===== config.mk =====
export PLATFORM = sky130hd
export DESIGN_NAME = stereo_offset_cal
export DESIGN_NICKNAME = d
export VERILOG_FILES = /design/src/rtl/stereo_cal_pkg.sv /design/src/rtl/cal_sequencer.sv /design/src/rtl/offset_estimator.sv /design/src/rtl/offset_corrector.sv /design/src/rtl/stereo_offset_cal.sv
export SDC_FILE = /design/constraint.sdc
export NUM_CORES = 1
export LEC_CHECK = 0
export CORE_MARGIN = 1
export CORE_UTILIZATION = 61
export CTS_BUF_LIST = sky130_fd_sc_hd__clkbuf_8
export DETAILED_ROUTE_END_ITERATION = 8
export DONT_BUFFER_PORTS = 1
export PLACE_DENSITY = 0.89
export SLEW_MARGIN = 20
export SYNTH_ARGS = -nofsm -noshare
export SYNTH_HDL_FRONTEND = slang
export SYNTH_SLANG_ARGS = --single-unit

===== constraint.sdc =====
create_clock -name clk -period 3.8 [get_ports clk]
set_input_delay 0.19 -clock clk [delete_from_list [all_inputs] [get_ports clk]]
set_output_delay 0.19 -clock clk [all_outputs]
set_load 0.02 [all_outputs]

===== src/rtl/stereo_cal_pkg.sv =====
package stereo_cal_pkg;
  typedef enum logic [1:0] {
    ST_ARM    = 2'd0,
    ST_CAL    = 2'd1,
    ST_SETTLE = 2'd2,
    ST_RUN    = 2'd3
  } cal_state_e;
endpackage


===== src/rtl/cal_sequencer.sv =====
module cal_sequencer #(
  parameter int CAL_LOG2      = 12,
  parameter int SETTLE_FRAMES = 40
) (
  input  logic clk,
  input  logic rst,
  input  logic frame_stb,
  input  logic cal_req,
  output logic busy,
  output logic settling,
  output logic acc_clear,
  output logic acc_en,
  output logic acc_last
);
  import stereo_cal_pkg::*;
  localparam int SET_W = $clog2(SETTLE_FRAMES + 1);

  cal_state_e          state_q;
  logic [CAL_LOG2-1:0] cal_cnt_q;
  logic [SET_W-1:0]    set_cnt_q;
  logic                settle_done;

  assign busy        = (state_q == ST_CAL);
  assign settling    = (state_q == ST_SETTLE);
  assign acc_clear   = frame_stb && (state_q == ST_ARM);
  assign acc_en      = frame_stb && busy;
  assign acc_last    = acc_en && (cal_cnt_q == '1);
  assign settle_done = (set_cnt_q == SET_W'(SETTLE_FRAMES - 1));

  always_ff @(posedge clk) begin
    if (rst) begin
      state_q   <= ST_ARM;
      cal_cnt_q <= '0;
      set_cnt_q <= '0;
    end else begin
      unique case (state_q)
        ST_ARM: begin
          if (frame_stb) begin
            state_q   <= ST_CAL;
            cal_cnt_q <= '0;
          end
        end
        ST_CAL: begin
          if (frame_stb) begin
            cal_cnt_q <= cal_cnt_q + 1'b1;
            if (cal_cnt_q == '1) begin
              state_q   <= ST_SETTLE;
              set_cnt_q <= '0;
            end
          end
        end
        ST_SETTLE: begin
          if (cal_req) begin
            state_q <= ST_ARM;
          end else if (frame_stb) begin
            if (settle_done) state_q <= ST_RUN;
            else             set_cnt_q <= set_cnt_q + 1'b1;
          end
        end
        default: begin
          if (cal_req) state_q <= ST_ARM;
        end
      endcase
    end
  end

  // busy only falls right after the final counted strobe
  a_r2_busy_length: assert property (@(posedge clk) disable iff (rst)
    $fell(busy) |-> $past(acc_last));
  // a request inside the cycle does not end or restart it
  a_r9_req_ignored: assert property (@(posedge clk) disable iff (rst)
    (busy && cal_req && !acc_last) |=> busy);
  // settling takes over the moment busy drops
  a_r8_settle_follows: assert property (@(posedge clk) disable iff (rst)
    $fell(busy) |-> settling);
  // busy is low on the first cycle after reset release
  a_r1_reset_idle: assert property (@(posedge clk) disable iff (rst)
    $fell(rst) |-> !busy);
  // busy only rises on a frame strobe
  a_r10_start_on_strobe: assert property (@(posedge clk) disable iff (rst)
    $rose(busy) |-> $past(frame_stb));
endmodule


===== src/rtl/offset_estimator.sv =====
module offset_estimator #(
  parameter int SAMPLE_W = 24,
  parameter int CAL_LOG2 = 12
) (
  input  logic                       clk,
  input  logic                       rst,
  input  logic                       acc_clear,
  input  logic                       acc_en,
  input  logic                       acc_last,
  input  logic signed [SAMPLE_W-1:0] sample,
  output logic signed [SAMPLE_W-1:0] offset
);
  localparam int ACC_W = SAMPLE_W + CAL_LOG2;

  logic signed [ACC_W-1:0] acc_q;
  logic signed [ACC_W-1:0] acc_next;

  function automatic logic signed [ACC_W-1:0] widen(input logic signed [SAMPLE_W-1:0] v);
    return {{CAL_LOG2{v[SAMPLE_W-1]}}, v};
  endfunction

  // floor of sum / 2^CAL_LOG2 (arithmetic shift, then keep the sample width)
  function automatic logic signed [SAMPLE_W-1:0] mean_of(input logic signed [ACC_W-1:0] s);
    return s[ACC_W-1:CAL_LOG2];
  endfunction

  assign acc_next = acc_q + widen(sample);

  always_ff @(posedge clk) begin
    if (rst) begin
      acc_q  <= '0;
      offset <= '0;
    end else if (acc_clear) begin
      acc_q <= '0;
    end else if (acc_en) begin
      if (acc_last) begin
        offset <= mean_of(acc_next);
        acc_q  <= '0;
      end else begin
        acc_q <= acc_next;
      end
    end
  end

  // the offset only moves at the end of a calibration cycle
  a_r4_offset_hold: assert property (@(posedge clk) disable iff (rst)
    !acc_last |=> $stable(offset));
endmodule


===== src/rtl/offset_corrector.sv =====
module offset_corrector #(
  parameter int SAMPLE_W = 24
) (
  input  logic                       clk,
  input  logic                       rst,
  input  logic                       frame_stb,
  input  logic                       blank,
  input  logic signed [SAMPLE_W-1:0] sample,
  input  logic signed [SAMPLE_W-1:0] offset,
  output logic signed [SAMPLE_W-1:0] result
);
  localparam logic signed [SAMPLE_W-1:0] MAX_V = {1'b0, {(SAMPLE_W-1){1'b1}}};
  localparam logic signed [SAMPLE_W-1:0] MIN_V = {1'b1, {(SAMPLE_W-1){1'b0}}};

  function automatic logic signed [SAMPLE_W-1:0] sat_sub(
    input logic signed [SAMPLE_W-1:0] a,
    input logic signed [SAMPLE_W-1:0] b);
    logic signed [SAMPLE_W:0] d;
    d = {a[SAMPLE_W-1], a} - {b[SAMPLE_W-1], b};
    if (d[SAMPLE_W] != d[SAMPLE_W-1]) return d[SAMPLE_W] ? MIN_V : MAX_V;
    return d[SAMPLE_W-1:0];
  endfunction

  always_ff @(posedge clk) begin
    if (rst)            result <= '0;
    else if (frame_stb) result <= blank ? '0 : sat_sub(sample, offset);
  end

  // blanked frames come out as zero
  a_r3_blank_zero: assert property (@(posedge clk) disable iff (rst)
    (frame_stb && blank) |=> (result == '0));
  // with no offset stored the sample passes unchanged
  a_r5_zero_offset_pass: assert property (@(posedge clk) disable iff (rst)
    (frame_stb && !blank && offset == '0) |=> (result == $past(sample)));
  // no strobe, no change
  a_r11_hold: assert property (@(posedge clk) disable iff (rst)
    !frame_stb |=> $stable(result));
endmodule


===== src/rtl/stereo_offset_cal.sv =====
module stereo_offset_cal #(
  parameter int SAMPLE_W      = 24,
  parameter int CAL_LOG2      = 12,
  parameter int SETTLE_FRAMES = 40
) (
  input  logic                       clk,
  input  logic                       rst,
  input  logic                       frame_stb,
  input  logic signed [SAMPLE_W-1:0] left_in,
  input  logic signed [SAMPLE_W-1:0] right_in,
  input  logic signed [SAMPLE_W-1:0] left_zref,
  input  logic signed [SAMPLE_W-1:0] right_zref,
  input  logic                       zero_sel,
  input  logic                       cal_req,
  output logic signed [SAMPLE_W-1:0] left_out,
  output logic signed [SAMPLE_W-1:0] right_out,
  output logic                       out_stb,
  output logic                       cal_busy,
  output logic                       settling
);
  localparam int NCH = 2;

  logic acc_clear, acc_en, acc_last;
  logic signed [SAMPLE_W-1:0] ch_in   [NCH];
  logic signed [SAMPLE_W-1:0] ch_zref [NCH];
  logic signed [SAMPLE_W-1:0] ch_meas [NCH];
  logic signed [SAMPLE_W-1:0] ch_off  [NCH];
  logic signed [SAMPLE_W-1:0] ch_out  [NCH];

  assign ch_in[0]   = left_in;
  assign ch_in[1]   = right_in;
  assign ch_zref[0] = left_zref;
  assign ch_zref[1] = right_zref;
  assign left_out   = ch_out[0];
  assign right_out  = ch_out[1];

  cal_sequencer #(.CAL_LOG2(CAL_LOG2), .SETTLE_FRAMES(SETTLE_FRAMES)) seq_i (
    .clk(clk), .rst(rst), .frame_stb(frame_stb), .cal_req(cal_req),
    .busy(cal_busy), .settling(settling),
    .acc_clear(acc_clear), .acc_en(acc_en), .acc_last(acc_last));

  for (genvar c = 0; c < NCH; c++) begin : g_ch
    assign ch_meas[c] = zero_sel ? ch_zref[c] : ch_in[c];

    offset_estimator #(.SAMPLE_W(SAMPLE_W), .CAL_LOG2(CAL_LOG2)) est_i (
      .clk(clk), .rst(rst), .acc_clear(acc_clear), .acc_en(acc_en),
      .acc_last(acc_last), .sample(ch_meas[c]), .offset(ch_off[c]));

    offset_corrector #(.SAMPLE_W(SAMPLE_W)) cor_i (
      .clk(clk), .rst(rst), .frame_stb(frame_stb), .blank(cal_busy),
      .sample(ch_in[c]), .offset(ch_off[c]), .result(ch_out[c]));
  end

  always_ff @(posedge clk) begin
    if (rst) out_stb <= 1'b0;
    else     out_stb <= frame_stb;
  end

  // output strobe follows the frame strobe by one clock
  a_r11_stb_delay: assert property (@(posedge clk) disable iff (rst)
    frame_stb |=> out_stb);
  a_r11_stb_single: assert property (@(posedge clk) disable iff (rst)
    !frame_stb |=> !out_stb);
endmodule


==> results of run 1 <==
cells in the final DEF, fill, tap and decap left out, types with 5 or more instances in the layout:
| master | n |
|---|---|
| nand2_1 | 204 |
| dfxtp_1 | 189 |
| a21oi_1 | 168 |
| nor2_1 | 136 |
| ha_1 | 124 |
| o21ai_0 | 123 |
| inv_1 | 80 |
| a21o_1 | 61 |
| xnor2_1 | 61 |
| mux2_2 | 48 |
| xor2_1 | 45 |
| nand3_1 | 39 |
| a211oi_1 | 29 |
| a22o_1 | 26 |
| and3_1 | 25 |
| a22oi_1 | 23 |
| nand4_1 | 21 |
| o21bai_1 | 21 |
| nor3_1 | 20 |
| a31oi_1 | 20 |
| nand2b_1 | 19 |
| o21a_1 | 18 |
| buf_4 | 18 |
| clkbuf_8 | 17 |
| o211ai_1 | 14 |
| o31ai_1 | 14 |
| nor2b_1 | 11 |
| a211o_1 | 9 |
| or2_2 | 8 |
| or3_1 | 8 |
| and2_1 | 8 |
| mux2i_1 | 6 |
| or4_1 | 6 |
| a21boi_0 | 5 |
| nand3b_1 | 5 |
| clkinv_4 | 5 |
power by group through the flow:
| stage | combinational [uW] | clock, uW | sequential (uW) |
|---|---|---|---|
| 6_report | 1740 | 1480 | 2360 |
| 5_1_grt | 1900 | 1570 | 2380 |
| 4_1_cts | 1700 | 1490 | 2360 |
| 3_5_place_dp | 1660 | 0 | 2400 |
| 3_3_place_gp | 1610 | 0 | 2390 |
| 2_1_floorplan | 1320 | 0 | 2370 |
timing repair:
action                    CTS  global route
buffers inserted            0             0
hold endpoints to repair   84             0
hold buffers                4             0
area by class of cell:
type / count / area [sq um]
Sequential cell: 189 / 3780
Fill cell: 1800 / 7500
Timing Repair Buffer: 22 / 193
Antenna cell: 3 / 7.51
Clock buffer: 17 / 234
Tap cell: 280 / 350
Inverter: 81 / 304
Multi-Input combinational cell: 1411 / 9450
Clock inverter: 15 / 204
path summary, 6_finish.rpt:
kind	from	end	cells past startpoint
worst max-delay path	g_ch[0].est_i.offset[0]$_SDFFE_PP0P_	g_ch[0].cor_i.result[6]$_SDFFE_PP0P_	13
worst min-delay path	rst	g_ch[0].cor_i.result[1]$_SDFFE_PP0P_	3
worst max register to register	g_ch[0].est_i.offset[0]$_SDFFE_PP0P_	g_ch[0].cor_i.result[6]$_SDFFE_PP0P_	13
worst min register to register	g_ch[0].est_i.acc_q[20]$_SDFFE_PP0P_	g_ch[0].est_i.acc_q[20]$_SDFFE_PP0P_	2
critical path: cells and delay by family, from the launching register on:
family / cells / cell delay, ns
AO/OA/AOI/OAI: 8 / 1.97
XOR/XNOR: 1 / 0.14
adder cells (fa/ha/maj): 2 / 0.61
buffers and inverters: 2 / 0.28
flip-flops: 1 / 0.37
state kept, by name, indices dropped and copies added, names as in the netlist:
signal and count:
g_ch.est_i.acc_q 72, g_ch.cor_i.result 48, g_ch.est_i.offset 48, seq_i.cal_cnt_q 12
seq_i.set_cnt_q 6, seq_i.state_q 2, out_stb 1
cell families after synthesis:
family,count (synthesis),share of synthesized area [%]
AOI/OAI and AO/OA,586,27.4
xor gates and xnor gates,106,6.71
adders and majority gates,128,11.8
buffers and inverters,160,4.49
DFF,189,27.3
muxes,54,4.34
and+or+nand+nor,537,17.9
metal layers:
metal  GRT usage (%)  vias up
li1                -     6301
met1            45.1     6279
met2            53.3      690
met3            7.76      115
met4            12.9        4
met5               0        -
stage by stage:
step,util (%),instances,cell area (sq um)
after floorplan,-,1760,13800
final,66.0,2018,14500
after detailed placement,63.7,1979,14000
after global placement,63.7,1979,14000
after global routing,66.0,2018,14500
after CTS,65.9,2015,14500
==> flow_summary.ini, run 1 <==
[clock_tree]
cts-root-buf = clkbuf_8
cts_tree = yes
clock-sinks = 189
cts.reportedPaths.clkPinSlew_ns = 0.11
cts.path.max_buffers = 2
htreeDepth = 4
cts_resized = 0
cts_made_buffers = 17
clock_latency_ns = 0.49

[outcome]
status = complete, but fails checks
violations = DRC

[yosys]
ys_seq_area_share_pct = 27.3
synthCells = 1760
synth.top_cell.area_share_pct = 27.3
syn_area_sq_um = 13800
syn-mean-instance-area_sq_um = 7.87
synth-seq-cells = 189
ys_top_cells_by_count = 204 x nand2_1, 189 x dfxtp_1, 168 x a21oi_1
syn-num-nets = 1989
yosysMostFrequentCell = nand2_1
synth_edf_count = 0
async_flop_share_pct = 0
yosysUniqueCellTypes = 81
synth_top_cell_by_area = dfxtp_1
synth_area_leaders = dfxtp_1 27%, ha_1 11%, a21oi_1 6.1%
yosysWarnings = 0
synthFlopType = dfxtp_1

[sta]
rsz0062_at_grt = false
min_period_over_period_pct = 91.5
fmax_mhz = 288
whs_ns = 0.0111
finalHoldViolations = 0
slew_viol_final = 0
skew_ns = 0.0155
slew_headroom_pct = 41.8
fin_setup_tns_ns = 0
finalSetupViolations = 0
fin_crit_ns = 3.48
layout_setup_ws_ns = 0.323
max_slew.worst_pin.slew_ns = 0.871

[placement]
dp_hpwl_mm = 30.2
io_buffers = 0
pre_cts_slack_ns = 0.357
gp_congestion = 0.988

[floorplanning]
row_count = 54
io_pins = 152
initial_utilization_pct = 62.8
die_h_microns = 153
core_sq_um = 22000
die_w_microns = 153
dieArea_sq_um = 23300

[layout]
finalNetCount = 1951
area_delta_synth_final_pct = 4.95
final_layout_size_suffix_gt1_share_pct = 7.38

[routing]
dr.max_layer_used = met5
wl_met2_mm = 18.1
wl_met3_mm = 3.77
drtIter0Drc = 1457
dr.pass1.iters = 8
wl_mm = 40.4
vias = 13400
via_per_inst = 6.63
wirelength_met1_mm = 17.1
wire_per_inst_microns = 20.0
ant_nets = 0
drc_errors = 14

[worst_setup_path]
cp_slowest_cell = a2111o_1
cpMostUsedCell = o21ai_0
worstPathArrival_ns = 3.86
endpoint_kind = flip-flop
worst_setup_path_start_kind = flip-flop
cp_max_fo = 21
crit_type = reg2reg
path_cells = ha_1 -> inv_1 -> fa_1 -> a211oi_1 -> o21ai_0 -> a2111o_1 -> a21oi_1 -> o21ai_0 -> a21o_1 -> xor2_1 -> buf_4 -> o21ai_0 -> a21oi_1
regToRegSetupSlack_ns = 0.32
cpPeakStageDelay_ns = 0.47
cp.required_ns = 4.18

[hold_path]
worstHoldPathType = in2reg

[power_and_ir_drop]
switchingPower_uw = 2120
power_leakage_uw = 0.00593
p_sw_share_pct = 38.0
seqPwrFrac_pct = 42.2
intPower_uw = 3470
vdd_drop_max_v = 0.000264
power_uw = 5590
p_per_area_nw_per_um2 = 384
clockPowerShare_pct = 26.6
power_frac_comb_pct = 31.2

[global_routing]
grt_pass1_vias = 12300
grt_pass1_wl_mm = 64.1
grt_overflow = 0
grt_usage_pct = 33.9
grt_max_degree = 88
antenna_found_initial = 5

[job]
cap_violations = 0
(Power assumes the default switching activity.)
==> run 2: changes to the inputs <==
ABC_AREA = 1   (was default)
==> flow_summary.ini, run 2 <==
[outcome]
status = finished clean

[worst_setup_path]
endpoint_kind = flip-flop
cp_slowest_cell = nand2_1
cpMostUsedCell = nand2_1
path_cells = ha_1 -> inv_1 -> fa_1 -> nand2_1 -> nand2_1 -> nand3_1 -> nand2_1 -> nand2_1 -> nand3_1 -> nand2_1 -> nand2_1 -> nand2_1 -> nand3_1 -> nand2_1 -> a21oi_1
cpPeakStageDelay_ns = 0.49
cp.required_ns = 4.15
cp_max_fo = 23
cp_num_buf_inv = 1
worstPathArrival_ns = 3.32
critPathTopFamily = simple AND/OR/NAND/NOR gates
worst_setup_path_start_kind = flip-flop
crit_type = reg2reg
regToRegSetupSlack_ns = 0.83

[hold_path]
worstHoldPathType = in2reg

[clock_tree]
cts_resized = 0
cts_tree = yes
clock-sinks = 189
cts-root-buf = clkbuf_8
cts_hold_repair.buffers = 2
post_cts_buffers = 0
cts.reportedPaths.clkPinSlew_ns = 0.12
cts_made_buffers = 17
cts.path.max_buffers = 2
clock_latency_ns = 0.49
htreeDepth = 4

[sta]
fmax_mhz = 337
skew_ns = 0.0291
finalHoldViolations = 0
rsz0062_at_grt = false
min_period_over_period_pct = 78.1
fin_crit_ns = 2.97
whs_ns = 0.0896
slew_headroom_pct = 30.5
slew_viol_final = 0
max_slew.worst_pin.slew_ns = 1.04
fin_setup_tns_ns = 0
finalSetupViolations = 0

[floorplanning]
initial_utilization_pct = 62.2
die_w_microns = 163
dieArea_sq_um = 26400
io_pins = 152
row_count = 58
core_sq_um = 25300
die_h_microns = 163

[global_routing]
grt_overflow = 0
grt_max_degree = 100
grt_pass1_wl_mm = 74.9
grt_pass1_vias = 14900
antenna_found_initial = 2
grt_usage_pct = 35.4

[layout]
regArea_sq_um = 3780
finalNetCount = 2727
area_delta_synth_final_pct = 3.65
regMostFlops = g_ch.est_i.acc_q
final_layout_size_suffix_gt1_share_pct = 4.58
largest_reg_flops = 72
mostFrequentLayoutCell = nand2_1
final_cell_mix = 796 x nand2_1, 319 x a21oi_1, 309 x inv_1
multiInputGateArea_sq_um = 10400
antenna_cells = 0
reg_top3 = g_ch.est_i.acc_q: 72 flops, g_ch.cor_i.result: 48 flops, g_ch.est_i.offset: 48 flops
nFillCells = 2359

[power_and_ir_drop]
vdd_drop_max_v = 0.000208
clockPowerShare_pct = 24.0
power_uw = 5890
seqPwrFrac_pct = 40.1
switchingPower_uw = 2520
intPower_uw = 3370
power_leakage_uw = 0.00775
p_sw_share_pct = 42.8
p_per_area_nw_per_um2 = 362
power_frac_comb_pct = 36.0

[yosys]
synth_area_leaders = dfxtp_1 24%, nand2_1 19%, a21oi_1 10%
synth_edf_count = 0
async_flop_share_pct = 0
yosysUniqueCellTypes = 47
synth_top_cell_by_area = dfxtp_1
synthFlopType = dfxtp_1
syn_area_sq_um = 15700
ys_top_cells_by_count = 798 x nand2_1, 319 x a21oi_1, 309 x inv_1
synth-seq-cells = 189
syn-num-nets = 2769
synth.top_cell.area_share_pct = 24.1
syn-mean-instance-area_sq_um = 6.19
ys_seq_area_share_pct = 24.1
yosysMostFrequentCell = nand2_1
synthCells = 2540
yosysWarnings = 0

[job]
cap_violations = 0

[routing]
wl_mm = 47.1
wire_per_inst_microns = 16.6
via_per_inst = 5.84
vias = 16600
dr.pass1.iters = 8
drtIter0Drc = 1717
ant_nets = 0
drc_errors = 0

[placement]
dp_hpwl_mm = 37.3
gp_congestion = 1.03
io_buffers = 0
run 2: kinds of logic (layout without fill, tap and decap cells):
logic type      count (synthesis)  count (layout)  share of synthesized area, %
compound gates                475             475                          16.1
xor+xnor                       63              63                          3.51
fa+ha+maj                     128             128                          10.4
buf+inv                       381             352                          9.52
flops                         189             189                          24.1
mux                            46              46                          3.30
simple gates                 1258            1258                          33.1
run 2: through the flow:
stage	cell area (sq um)	util, %	setup slack [ns]	cells
floorplan	15700	-	0.857	2540
global placement	15900	62.8	0.949	2807
detailed placement	15900	62.8	0.953	2807
CTS	16300	64.5	0.891	2841
global route	16300	64.5	0.537	2841
finish	16300	64.5	0.832	2841
run 2: worst reg2reg max path, stage by stage, from the launching register on:
cell	delay [ns]
dfxtp_1	0.48
ha_1	0.20
inv_1	0.11
fa_1	0.46
nand2_1	0.09
nand2_1	0.06
nand3_1	0.07
nand2_1	0.13
nand2_1	0.15
nand3_1	0.12
nand2_1	0.09
nand2_1	0.05
nand2_1	0.49
nand3_1	0.16
nand2_1	0.11
a21oi_1	0.07
run 2: worst paths after layout:
kind,from,depth (start not counted),end
worst max-delay path,g_ch[0].est_i.offset[0]$_SDFFE_PP0P_,15,g_ch[0].cor_i.result[11]$_SDFFE_PP0P_
worst min-delay path,frame_stb,4,seq_i.cal_cnt_q[5]$_SDFFE_PP0P_
worst max register to register,g_ch[0].est_i.offset[0]$_SDFFE_PP0P_,15,g_ch[0].cor_i.result[11]$_SDFFE_PP0P_
worst min register to register,g_ch[1].est_i.acc_q[32]$_SDFFE_PP0P_,2,g_ch[1].est_i.acc_q[32]$_SDFFE_PP0P_
run 2: area by class of cell:
type,instances,share of cell area [%]
clock buffer,17,1.44
inverter,311,7.17
multi-input combinational,1970,64.1
tap,330,2.53
sequential,189,23.2
clock inverter,15,0.937
timing repair buffer,9,0.553
run 2: power groups by stage:
stage | clock network [uW] | logic (uW) | registers (uW)
floorplan | 0 | 1590 | 2370
global placement | 0 | 1990 | 2390
detailed placement | 0 | 2030 | 2400
CTS | 1420 | 2060 | 2360
global route | 1500 | 2340 | 2380
finish | 1410 | 2120 | 2360
run 2: routing by layer:
metal / GRT usage (%) / wire length (microns) / vias to the layer above / share of wire [%]
met5: 0 / 27 / - / 0.057
met4: 11.0 / 1290 / 4 / 2.7
met3: 8.12 / 4630 / 111 / 9.8
met2: 54.3 / 20100 / 757 / 43
met1: 49.0 / 21100 / 7507 / 45
li1: - / - / 8200 / -
